==> config.mk <==
export PLATFORM = sky130hd
export DESIGN_NAME = asram_ctl
export DESIGN_NICKNAME = d
export VERILOG_FILES = /design/src/rtl/asram_pkg.sv /design/src/rtl/asram_ctl_fsm.sv /design/src/rtl/asram_ctl_dp.sv /design/src/rtl/asram_ctl.sv
export SDC_FILE = /design/constraint.sdc
export NUM_CORES = 1
export LEC_CHECK = 0
export CAP_MARGIN = 30
export CORE_MARGIN = 8
export CORE_UTILIZATION = 44
export CTS_BUF_LIST = sky130_fd_sc_hd__clkbuf_8
export CTS_CLUSTER_DIAMETER = 100
export CTS_CLUSTER_SIZE = 25
export DETAILED_ROUTE_END_ITERATION = 10
export GPL_TIMING_DRIVEN = 0
export PLACE_DENSITY = 0.92
export RECOVER_POWER = 50
export SYNTH_ARGS = -nofsm -noshare
export SYNTH_HDL_FRONTEND = slang
export SYNTH_SLANG_ARGS = --single-unit
==> constraint.sdc <==
create_clock -name clk -period 1.75 [get_ports clk]
set_input_delay 0.35 -clock clk [delete_from_list [all_inputs] [get_ports clk]]
set_output_delay 0.35 -clock clk [all_outputs]
set_load 0.005 [all_outputs]
==> src/rtl/asram_pkg.sv <==
package asram_pkg;

  typedef enum logic [2:0] {
    ST_IDLE,
    ST_TURN,
    ST_WSETUP,
    ST_WPULSE,
    ST_WEND,
    ST_RACC,
    ST_RDONE
  } state_e;

  // Registered memory-side control pins
  typedef struct packed {
    logic ceN;
    logic ce;
    logic weN;
    logic oeN;
    logic dqOe;
  } pins_t;

  // Control to datapath strobes
  typedef struct packed {
    logic load;
    logic capture;
  } strobe_t;

  localparam pins_t PINS_RESET = '{ceN: 1'b1, ce: 1'b0, weN: 1'b1, oeN: 1'b1, dqOe: 1'b0};

  function automatic pins_t pinsFor(state_e s);
    pins_t p;
    p = '{ceN: 1'b0, ce: 1'b1, weN: 1'b1, oeN: 1'b1, dqOe: 1'b0};
    case (s)
      ST_IDLE:   p.ceN = 1'b1;
      ST_TURN:   p.dqOe = 1'b0;
      ST_WSETUP: p.dqOe = 1'b1;
      ST_WPULSE: begin p.weN = 1'b0; p.dqOe = 1'b1; end
      ST_WEND:   p.dqOe = 1'b1;
      ST_RACC:   p.oeN = 1'b0;
      ST_RDONE:  p.oeN = 1'b1;
      default:   p.ceN = 1'b1;
    endcase
    return p;
  endfunction

endpackage

==> src/rtl/asram_ctl_fsm.sv <==
module asram_ctl_fsm
  import asram_pkg::*;
#(
  parameter int WR_CYC = 2,
  parameter int RD_CYC = 3,
  parameter int TA_CYC = 1
) (
  input  logic    clk,
  input  logic    rstN,
  input  logic    reqValid,
  input  logic    reqWrite,
  output logic    reqReady,
  output strobe_t stb,
  output pins_t   pins,
  output logic    rspValid
);

  localparam int MAX_A = (WR_CYC > RD_CYC) ? WR_CYC : RD_CYC;
  localparam int MAX_C = (MAX_A > TA_CYC) ? MAX_A : TA_CYC;
  localparam int CNT_W = $clog2(MAX_C + 1);

  state_e stateQ, stateD;
  logic [CNT_W-1:0] cntQ, cntD;
  logic lastReadQ, lastReadD;
  logic accept;

  assign reqReady = (stateQ == ST_IDLE);
  assign accept   = reqValid && reqReady;

  always_comb begin
    stateD      = stateQ;
    cntD        = cntQ;
    lastReadD   = lastReadQ;
    stb.load    = 1'b0;
    stb.capture = 1'b0;
    case (stateQ)
      ST_IDLE: begin
        if (accept) begin
          stb.load = 1'b1;
          if (reqWrite) begin
            lastReadD = 1'b0;
            if (lastReadQ) begin
              stateD = ST_TURN;
              cntD   = CNT_W'(TA_CYC - 1);
            end else begin
              stateD = ST_WSETUP;
            end
          end else begin
            lastReadD = 1'b1;
            stateD    = ST_RACC;
            cntD      = CNT_W'(RD_CYC - 1);
          end
        end
      end
      ST_TURN: begin
        if (cntQ == '0) stateD = ST_WSETUP;
        else            cntD   = cntQ - 1'b1;
      end
      ST_WSETUP: begin
        stateD = ST_WPULSE;
        cntD   = CNT_W'(WR_CYC - 1);
      end
      ST_WPULSE: begin
        if (cntQ == '0) stateD = ST_WEND;
        else            cntD   = cntQ - 1'b1;
      end
      ST_WEND: stateD = ST_IDLE;
      ST_RACC: begin
        if (cntQ == '0) begin
          stateD      = ST_RDONE;
          stb.capture = 1'b1;
        end else begin
          cntD = cntQ - 1'b1;
        end
      end
      ST_RDONE: stateD = ST_IDLE;
      default:  stateD = ST_IDLE;
    endcase
  end

  always_ff @(posedge clk) begin
    if (!rstN) begin
      stateQ    <= ST_IDLE;
      cntQ      <= '0;
      lastReadQ <= 1'b0;
      pins      <= PINS_RESET;
      rspValid  <= 1'b0;
    end else begin
      stateQ    <= stateD;
      cntQ      <= cntD;
      lastReadQ <= lastReadD;
      pins      <= pinsFor(stateD);
      rspValid  <= stb.capture;
    end
  end

endmodule

==> src/rtl/asram_ctl_dp.sv <==
module asram_ctl_dp
  import asram_pkg::*;
#(
  parameter int ADDR_W = 17,
  parameter int DATA_W = 8
) (
  input  logic              clk,
  input  logic              rstN,
  input  strobe_t           stb,
  input  logic [ADDR_W-1:0] reqAddr,
  input  logic [DATA_W-1:0] reqWdata,
  input  logic [DATA_W-1:0] memDqIn,
  output logic [ADDR_W-1:0] memAddr,
  output logic [DATA_W-1:0] memDqOut,
  output logic [DATA_W-1:0] rspRdata
);

  always_ff @(posedge clk) begin
    if (!rstN) begin
      memAddr  <= '0;
      memDqOut <= '0;
      rspRdata <= '0;
    end else begin
      if (stb.load) begin
        memAddr  <= reqAddr;
        memDqOut <= reqWdata;
      end
      if (stb.capture) rspRdata <= memDqIn;
    end
  end

endmodule

==> src/rtl/asram_ctl.sv <==
module asram_ctl
  import asram_pkg::*;
#(
  parameter int ADDR_W = 17,
  parameter int DATA_W = 8,
  parameter int WR_CYC = 2,
  parameter int RD_CYC = 3,
  parameter int TA_CYC = 1
) (
  input  logic              clk,
  input  logic              rstN,
  input  logic              reqValid,
  output logic              reqReady,
  input  logic              reqWrite,
  input  logic [ADDR_W-1:0] reqAddr,
  input  logic [DATA_W-1:0] reqWdata,
  output logic              rspValid,
  output logic [DATA_W-1:0] rspRdata,
  output logic [ADDR_W-1:0] memAddr,
  output logic              memCeN,
  output logic              memCe,
  output logic              memWeN,
  output logic              memOeN,
  output logic [DATA_W-1:0] memDqOut,
  output logic              memDqOe,
  input  logic [DATA_W-1:0] memDqIn
);

  strobe_t stb;
  pins_t   pins;

  asram_ctl_fsm #(.WR_CYC(WR_CYC), .RD_CYC(RD_CYC), .TA_CYC(TA_CYC)) u_fsm (
    .clk(clk), .rstN(rstN), .reqValid(reqValid), .reqWrite(reqWrite),
    .reqReady(reqReady), .stb(stb), .pins(pins), .rspValid(rspValid)
  );

  asram_ctl_dp #(.ADDR_W(ADDR_W), .DATA_W(DATA_W)) u_dp (
    .clk(clk), .rstN(rstN), .stb(stb), .reqAddr(reqAddr), .reqWdata(reqWdata),
    .memDqIn(memDqIn), .memAddr(memAddr), .memDqOut(memDqOut), .rspRdata(rspRdata)
  );

  assign memCeN  = pins.ceN;
  assign memCe   = pins.ce;
  assign memWeN  = pins.weN;
  assign memOeN  = pins.oeN;
  assign memDqOe = pins.dqOe;

endmodule

# Yosys cells after proc, flatten, opt, wreduce, memory -nomap -nowiden
# Index checks and enable logic that the tools add are counted.
# totals
regBits	45
inputBits	37
output_inout_bits	40
# classes
addsub	1
eq_ne	13
muxes	22
reduce_logical	9
# ops
operator	count
3-bit two-way mux	5
3-bit case mux with 5 select lines	1
3-bit by 2-bit == test with 1-bit output (second input constant)	4
3-bit == test (second input constant)	4
2-bit two-way mux	5
1-bit two-way mux	9
3-bit by 1-bit == test with 1-bit output (second input constant)	2
2-bit case mux with 3 select lines	1
3-bit OR reduction	2
6-bit OR reduction	1
4-bit two-way mux	1
2-bit inequality test (second input constant)	2
4-bit AND reduction	1
3-bit zero test	1
3-bit inequality test (second input constant)	1
3-bit nonzero test	1
2-bit zero test	1
2-bit AND reduction	1
2-bit by 1-bit subtractor with 2-bit output (second input constant)	1
1-bit logical AND	1

# Depth between registers and ports, before layout
# Gate-level depths: netlist of the first run.
# depth
depth_word	8
depth_mapped	7
ltp_nobuf	6

# Hierarchy
# From an unflattened synthesis of the first run, not the netlist that was laid out.
# unflattened
cells_unflattened	172
hier_area_um2	1866.8
# by_module_without_submodules
module	instances	cells_each	area_per_inst_um2
asram_ctl_dp	1	106	1267.5
asram_ctl_fsm	1	66	599.3

# Worst setup path before layout of the first run
# Ideal clock, no wire load.
# synth_path
path_kind	register to register
from	reg u_fsm.cntQ[0]
to	reg u_dp.rspRdata[0]
setup_time_ns	0.076
t_arrival_ns	1.201
t_required_ns	1.674
setup_slack_ns	0.474
stages_incl_launch_ff	7
period_less_slack_ns	1.276
path_cell_list	dfxtp_1 > inv_1 > ha_1 > nand2_2 > nor3b_4 > nand2_1 > a21boi_0
# synth_via
elab_chain_cells	3
# synth_rtl
item	line_no	source
start: declaration	asram_ctl_fsm.sv:23	logic [CNT_W-1:0] cntQ, cntD;
start signal: assignment	asram_ctl_fsm.sv:90	cntQ <= cntD;
2-bit zero test	asram_ctl_fsm.sv:69	if (cntQ == '0) begin
1-bit two-way mux	asram_ctl_fsm.sv:69	
1-bit two-way mux	asram_ctl_fsm.sv:36	case (stateQ)
end signal: assignment	asram_ctl_dp.sv:28	if (stb.capture) rspRdata <= memDqIn;
end: declaration	asram_ctl_dp.sv:15	output logic [DATA_W-1:0] rspRdata
# No other way between the ends.
# A chain may end at the register's enable or synchronous reset.

# Worst setup path after layout of the first run
# layout_path
from	reg u_fsm.stateQ[1]
to	out reqReady
# layout_via
elab_chain_cells	1
# layout_rtl
item	line_no	source
start: declaration	asram_ctl_fsm.sv:22	state_e stateQ, stateD;
start signal: assignment	asram_ctl_fsm.sv:89	stateQ <= stateD;
3-bit zero test	asram_ctl_fsm.sv:27	assign reqReady = (stateQ == ST_IDLE);
end: declaration	asram_ctl.sv:13	output logic reqReady,
# No other way between the ends.

==> summary.txt, run 1 <==
Power and ir drop
  • P per Cell Area: 1280 nW/um^2
  • Worst vdd ir: 874 uV
  • Internal Power: 2.50 mW
  • Lkg Pwr: 1.12 nW
  • Clock power share: 25.2%
  • Sequential Power Share: 37.1%
  • Net switching power: 1.09 mW
  • Total power: 3.59 mW
  • Switch share: 30.3%
  • Gate power share: 37.7%

Logic synthesis
  • Synthesized area: 1830 um^2
  • Post-synthesis net count: 247
  • Area leader, netlist: dfxtp_1
  • Yosys top cell area share: 49.2%
  • Yosys reg bits: 45
  • XOR/XNOR share of the synthesized area: 0%
  • Synth top area cells: dfxtp_1, nand2_1, a21boi_1
  • Synth unique cells: 37
  • Synthesized area per cell: 8.76 um^2
  • Simple logic cell fraction of the synthesized area: 24.2%
  • Complex-gate fraction of the synthesized area: 19.9%
  • Adder-cell area share of the yosys netlist: 0.683%
  • Register area share after synthesis: 49.2%
  • Main combinational cell family by area after synthesis: simple AND/OR/NAND/NOR gates
  • Syn Inst Count: 209
  • Synth warnings: 0
  • Mux contribution to synthesized area: 0%

Routing
  • Post-Route WL: 4.74 mm
  • Routed vias: 1659
  • Drt drc: 0
  • Vias/cell: 4.84
  • Final ANT Viol Nets: 0
  • Drt pass-1 iters: 4
  • DRT iter0 DRCs: 74
  • DR WL/cell: 13.8 um

Clock network
  • H-tree levels: 2
  • CTS Sinks: 45
  • Worst-skew pair later-pin latency: 0.29 ns
  • Clock buffer depth: 2
  • CTS Root Cell: clkbuf_8
  • Clock slew seen by the registers of the worst setup and hold paths: 0.08 ns
  • CTS buffer count: 5
  • CTS tree: yes

Critical path
  • Critical path buffer and inverter count: 1
  • Critical Path AT: 1.26 ns
  • Critical path fanouts, max: 6
  • Critical-path cell list: or2_4 > nor2_1 > dlygate4sd2_1
  • Slowest-stage cell, CP: dfxtp_4
  • WP data required: 1.40 ns
  • Setup CP Type: reg2out
  • Setup crit end kind: output pin
  • Crit start category: register
  • Family with the most delay on the worst path: flip-flops
  • Max incr delay on CP: 0.37 ns

Global route
  • Largest net degree at the start of global routing: 15
  • Vias in the first global route: 1651
  • Total GRT Usage: 14.8%
  • Antenna violations before repair: 0
  • Residual overflow from global routing: 0
  • First-pass GRT wire length: 7.62 mm

STA
  • Final WS setup: 0.144 ns
  • Unrepaired setup endpoints after global routing: false
  • Final setup vio count: 0
  • Actual slew at the worst max-slew pin: 0.402 ns
  • Final Hold Viols: 0
  • Period minus WS final: 1.61 ns
  • Final Slew Violations: 0
  • Clk_skew: 0.00554 ns
  • Tcrit/Tclk final: 91.8%
  • WHS: 0.450 ns
  • Max-slew headroom: 72.9%
  • Fmax: 623 MHz

Die
  • Core footprint: 4000 um^2
  • DIE WIDTH: 80.5 um
  • Initial Util: 45.8%
  • Die Y-Extent: 80.5 um
  • # IOs: 77
  • Die footprint: 6480 um^2
  • Cell row count: 23

Finish
  • Fillers: 334
  • Layout cell share with drive strength beyond 1: 8.19%
  • Finished Layout Cells: 343
  • Nets: 330
  • Diodes inserted: 0
  • Layout Area Growth over Synthesis: 53.2%

Worst hold path
  • Hold Crit Class: reg2reg

Place
  • PortBufs: 76
  • Final GP Congestion: 0.822
  • Cells after DPL: 335
  • Dpl ws: -0.0947 ns
  • Final HPWL DP: 3.66 mm

Run status
  • Status: finished, final reports clean

Job
  • MaxCap Viol Count: 0
[routing by layer]
layer	wire length, um	GRT usage (%)	share of wire [%]
met3	411	4.80	8.7
met4	22	4.91	0.46
met1	2040	16.8	43
met2	2270	25.3	48
met5	0	0	0
[final cells by class]
class                           count  area, um^2  share of cell area, %
Clock inverter                      3        65.1                   2.32
Buffer                             13        88.8                   3.17
Clock buffer                        5        68.8                   2.45
Inverter                            4        15.0                  0.535
Tap cell                           50        62.6                   2.23
Timing Repair Buffer               77         779                   27.8
Multi-Input combinational cell    146         822                   29.3
Sequential cell                    45         905                   32.2
[cell usage after synthesis, drive strengths merged]
| cell | instances |
|---|---|
| nand3b | 1 |
| a32oi | 1 |
| o211ai | 1 |
| o221ai | 2 |
| clkbuf | 4 |
| nand4b | 1 |
| or3 | 1 |
| nor2b | 1 |
| nor3b | 3 |
| nand2b | 2 |
| dfxtp | 45 |
| a21oi | 2 |
| buf | 10 |
| o21ai | 2 |
| nor2 | 4 |
| ha | 1 |
| o21a | 2 |
| and2b | 1 |
| a21boi | 34 |
| nor4b | 1 |
| and2 | 2 |
| and3 | 1 |
| inv | 4 |
| nand3 | 1 |
| o22ai | 1 |
| o211a | 2 |
| nand2 | 76 |
| or2 | 1 |
| nor4 | 1 |
| a221oi | 1 |
[cell families (layout without fill, tap and decap cells)]
family | count (synthesis) | in the layout
compound gates | 48 | 48
fa+ha+maj | 1 | 1
buf+inv | 18 | 102
flops | 45 | 45
simple gates | 97 | 97
[metrics by stage]
step	TNS [ns]	util, %	cell area (um^2)
global placement	-0.606	66.4	2660
floorplan	0	-	1830
finish	0	70.2	2810
detailed placement	-0.867	66.4	2660
CTS	0	69.7	2790
global route	0	70.2	2810
[power groups by stage]
stage / clock, mW / combinational, mW / sequential, mW
floorplan: 0 / 0.819 / 1.35
global placement: 0 / 1.39 / 1.34
detailed placement: 0 / 1.42 / 1.35
CTS: 0.941 / 1.41 / 1.33
global route: 0.970 / 1.51 / 1.35
finish: 0.906 / 1.35 / 1.33
[sequential cells by signal, indices dropped and copies added, names as in the netlist]
signal	flops
u_fsm.lastReadQ	1
u_fsm.pins	5
u_dp.memAddr	17
u_fsm.stateQ	3
u_dp.rspRdata	8
u_dp.memDqOut	8
u_fsm.rspValid	1
u_fsm.cntQ	2
[layout by cell type, fill, tap and decap left out, types with 3 or more instances in the layout]
cell type,count
a21boi_0,16
a21boi_1,18
buf_4,4
buf_6,3
clkbuf_1,4
clkbuf_8,5
clkdlybuf4s50_1,49
dfxtp_1,44
dlygate4sd3_1,26
inv_1,4
nand2_1,76
nor2_1,4
[final timing paths]
| path | from | endpoint | slack, ns | depth (start not counted) |
|---|---|---|---|---|
| max | u_fsm.stateQ[1]$_SDFF_PN0_ | reqReady | 0.14 | 3 |
| min | u_dp.memAddr[14]$_SDFFE_PN0P_ | u_dp.memAddr[14]$_SDFFE_PN0P_ | 0.45 | 2 |
| max reg2reg | u_fsm.cntQ[0]$_SDFFE_PN0P_ | u_dp.rspRdata[6]$_SDFFE_PN0P_ | 0.21 | 7 |
| min reg2reg | u_dp.memAddr[14]$_SDFFE_PN0P_ | u_dp.memAddr[14]$_SDFFE_PN0P_ | 0.45 | 2 |
[worst min-delay path: stages, from the launching register on]
cell and delay [ns]:
dfxtp_1 0.31, nand2_1 0.05, a21boi_1 0.05
[repair_timing]
| action | CTS | global route |
|---|---|---|
| buffers inserted | 0 | 1 |
| hold buffers | 0 | 0 |
| setup endpoints to repair | 1 | 2 |
| cloned | 0 | 0 |
| pin swaps | 0 | 1 |
| resized for setup | 2 | 2 |
Power figures use the tool's default switching activity.
==> run 2, diff against run 1 <==
- ABC_AREA: unset -> 1
- CORE_ASPECT_RATIO: unset -> 1.75
- CORE_UTILIZATION: 44 -> 43
==> run 2 against run 1 <==
Effect of this change:
- global-route usage increased by 0.46 points
- first-iteration DRC count decreased by 16%
- highest routed layer unchanged
- synthesized cell count increased by 6.2%
- sequential cell count unchanged
- count of clock-buffer cells in the layout unchanged
- area after synthesis decreased by 4.0%
- register-to-register slack about the same
- via count increased by 3.0%
- sequential power about the same
- critical endpoint unchanged
==> summary.txt, run 2 <==
Global route
  • Vias in the first global route: 1774 (+7.5%)
  • Residual overflow from global routing: 0 (unchanged)
  • First-pass GRT wire length: 7.99 mm (+4.8%)
  • GRT met1 Usage: 14.1% (-2.7 points)
  • Largest net degree at the start of global routing: 15 (unchanged)
  • Antenna violations before repair: 0 (unchanged)
  • Total GRT Usage: 15.3% (+0.46 points)
  • Grt met2 use: 29.5% (+4.2 points)
  • GR peak layer: met2
  • Global routing usage on met3: 4.12% (-0.68 points)

Power and ir drop
  • Clock power share: 23.8% (-1.4 points)
  • P per Cell Area: 1400 nW/um^2 (+9.6%)
  • Gate power share: 41.3% (+3.6 points)
  • Lkg Pwr: 1.09 nW (-2.8%)
  • Internal Power: 2.57 mW (+2.8%)
  • Worst vdd ir: 884 uV (+1.1%)
  • Switch share: 32.4% (+2.1 points)
  • Net switching power: 1.23 mW (+13%)
  • Sequential Power Share: 34.9% (-2.2 points)

Die
  • Core footprint: 4030 um^2 (+0.84%)
  • DIE WIDTH: 64.3 um (-20%)
  • Die Y-Extent: 101 um (+25%)
  • Initial Util: 43.6% (-2.2 points)
  • Die footprint: 6470 um^2 (-0.19%)
  • # IOs: 77 (unchanged)
  • Cell row count: 31 (+35%)

Finish
  • Biggest regs: u_dp.memAddr x17, u_dp.memDqOut x8, u_dp.rspRdata x8
  • Reg with most FFs: u_dp.memAddr
  • Nets: 345 (+4.5%)
  • Fillers: 360 (+7.8%)
  • Commonest non-fill, non-tap cell in the layout: clkdlybuf4s50_1
  • Layout cell share with drive strength beyond 1: 7.79% (-0.40 points)
  • Layout Area Growth over Synthesis: 54.4%
  • Final core utilization: 67.3% (-2.9 points)
  • Diodes inserted: 0 (unchanged)
  • Most frequent cells in the layout: clkdlybuf4s50_1, nand2_1, dfxtp_1
  • Max reg flops: 17 (unchanged)

Critical path
  • Critical Path AT: 1.29 ns (+0.03 ns)
  • Critical path origin: u_fsm.stateQ[0]$_SDFF_PN0_
  • Slowest-stage cell, CP: dfxtp_1
  • Flop2flop setup slack: 0.22 ns (about the same)
  • Setup CP Type: reg2out
  • Reg2reg path depth: 5 (-2)
  • Cell mode on critical path: buf_6
  • Reg-to-Reg Start: u_fsm.stateQ[2]$_SDFF_PN0_
  • Critical path fanouts, max: 9 (+3)
  • Critical-path cell list: buf_6 > nor3_4 > buf_6 > dlygate4sd2_1
  • Setup crit end kind: output pin
  • Max incr delay on CP: 0.31 ns (-0.06 ns)
  • Crit start category: register
  • Critical Path End: reqReady
  • WP data required: 1.40 ns (about the same)
  • RR Endpoint: u_dp.memDqOut[3]$_SDFFE_PN0P_

Place
  • Final GP Congestion: 0.892 (+8.5%)
  • Dpl ws: -0.160 ns (-0.0655 ns)
  • PortBufs: 75 (-1.3%)
  • Final HPWL DP: 3.67 mm (+0.38%)

Logic synthesis
  • Most used DFF post-synth: dfxtp_1
  • Syn Inst Count: 222 (+6.2%)
  • Register area share after synthesis: 51.2% (+2.1 points)
  • Yosys top cell area share: 51.2% (+2.1 points)
  • Yosys reg bits: 45 (unchanged)
  • Synthesized area per cell: 7.92 um^2 (-9.6%)
  • Synth top area cells: dfxtp_1, nand2_1, a21oi_1
  • Post-synth top cells: nand2_1, dfxtp_1, a21oi_1, nor2_1, nand3_1
  • Synth warnings: 0 (unchanged)
  • Synth unique cells: 21 (-43%)
  • Ys async rst share: 0% (unchanged)
  • Synthesized area: 1760 um^2 (-4.0%)
  • Post-synth EDFFs: 0 (unchanged)
  • Most numerous cell in the Yosys netlist: nand2_1
  • Post-synthesis net count: 260 (+5.3%)
  • Area leader, netlist: dfxtp_1

STA
  • Clk_skew: 0.00833 ns (+0.00279 ns)
  • Max-slew headroom: 70.1% (-2.8 points)
  • Final Slew Violations: 0 (unchanged)
  • Actual slew at the worst max-slew pin: 0.449 ns (+0.0461 ns)
  • Final Hold Viols: 0 (unchanged)
  • Period minus WS final: 1.64 ns (+0.0345 ns)
  • Final setup vio count: 0 (unchanged)
  • Unrepaired setup endpoints after global routing: false
  • Fmax: 610 MHz (-2.1%)
  • Tcrit/Tclk final: 93.7% (+2.0 points)
  • Setup TNS: 0 ns (unchanged)
  • Final WS setup: 0.109 ns (-0.0345 ns)

Job
  • MaxCap Viol Count: 0 (unchanged)

Worst hold path
  • Hold Crit Class: in2reg

Clock network
  • Clock slew seen by the registers of the worst setup and hold paths: 0.08 ns (about the same)
  • CTS Root Cell: clkbuf_8
  • H-tree levels: 2 (unchanged)
  • Worst-skew pair later-pin latency: 0.29 ns (about the same)
  • CTS buffer count: 5 (unchanged)
  • Clock buffer depth: 2 (unchanged)
  • CTS tree: yes
  • CTS Sinks: 45 (unchanged)

Routing
  • Drt pass-1 iters: 4 (unchanged)
  • Vias/cell: 4.78 (-1.1%)
  • Routed vias: 1708 (+3.0%)
  • DRT iter0 DRCs: 62 (-16%)
  • Final ANT Viol Nets: 0 (unchanged)
  • Post-Route WL: 4.87 mm (+2.7%)
  • DR WL/cell: 13.6 um (-1.3%)
  • Drt drc: 0 (unchanged)

Run status
  • Status: finished, final reports clean
## run 2: how the worst min path moves through the flow
stage	start	end	slack, ns	depth (start not counted)
2_1_floorplan	rstN	u_fsm.pins[3]$_DFF_P_	0.38	0
3_3_place_gp	u_fsm.lastReadQ$_SDFFE_PN0P_	u_fsm.lastReadQ$_SDFFE_PN0P_	0.45	2
3_5_place_dp	u_dp.memDqOut[2]$_SDFFE_PN0P_	u_dp.memDqOut[2]$_SDFFE_PN0P_	0.45	2
4_1_cts	reqValid	u_dp.memAddr[2]$_SDFFE_PN0P_	0.42	3
5_1_grt	reqValid	u_dp.memAddr[0]$_SDFFE_PN0P_	0.45	3
6_report	reqValid	u_dp.memAddr[2]$_SDFFE_PN0P_	0.43	3
## run 2: critical path: cells and delay by family, from the launching register on
family	cells	cell delay [ns]
buffers and inverters	3	0.49
flip-flops	1	0.31
AND/OR/NAND/NOR	1	0.20
## run 2: what timing repair did
item / CTS / global route
buffers inserted: 3 / 0
gates resized for setup: 1 / 0
hold buffers: 0 / 0
setup endpoints to repair: 1 / 0
## run 2: layout make-up
class	count	area [um^2]	area share (%)
clock inverter	3	65.1	2.40
clock buffer	5	68.8	2.53
sequential	45	901	33.2
buffer	13	85.1	3.13
tap	49	61.3	2.26
multi-input combinational	150	709	26.1
timing repair buffer	78	772	28.4
inverter	14	52.6	1.94
## run 2: power groups by stage
stage	logic, mW	registers [mW]	clock network [mW]
2_1_floorplan	0.895	1.36	0
3_3_place_gp	1.51	1.34	0
3_5_place_dp	1.54	1.35	0
4_1_cts	1.62	1.33	0.935
5_1_grt	1.75	1.35	0.975
6_report	1.57	1.33	0.908
## run 2: through the flow
stage | std cells | cell area, um^2 | power, mW | hold WS [ns]
floorplan | 222 | 1760 | 2.26 | 0.378
global placement | 346 | 2570 | 2.85 | 0.450
detailed placement | 346 | 2570 | 2.89 | 0.455
CTS | 357 | 2730 | 3.89 | 0.424
global route | 357 | 2720 | 4.07 | 0.445
finish | 357 | 2720 | 3.81 | 0.431
## run 2: per-layer routing
layer / up-vias / share of wire, %
met5: - / 0
met4: 0 / 1.6
met3: 7 / 6.8
met2: 53 / 55
met1: 758 / 37
li1: 890 / -
## run 2: cells by family after synthesis
kind of cell               count (synthesis)  share of synthesized area, %
and+or+nand+nor                          110                          28.6
DFF                                       45                          51.2
AOI/OAI and AO/OA                         39                          11.5
buffers and inverters                     27                          7.97
adders and majority gates                  1                         0.712
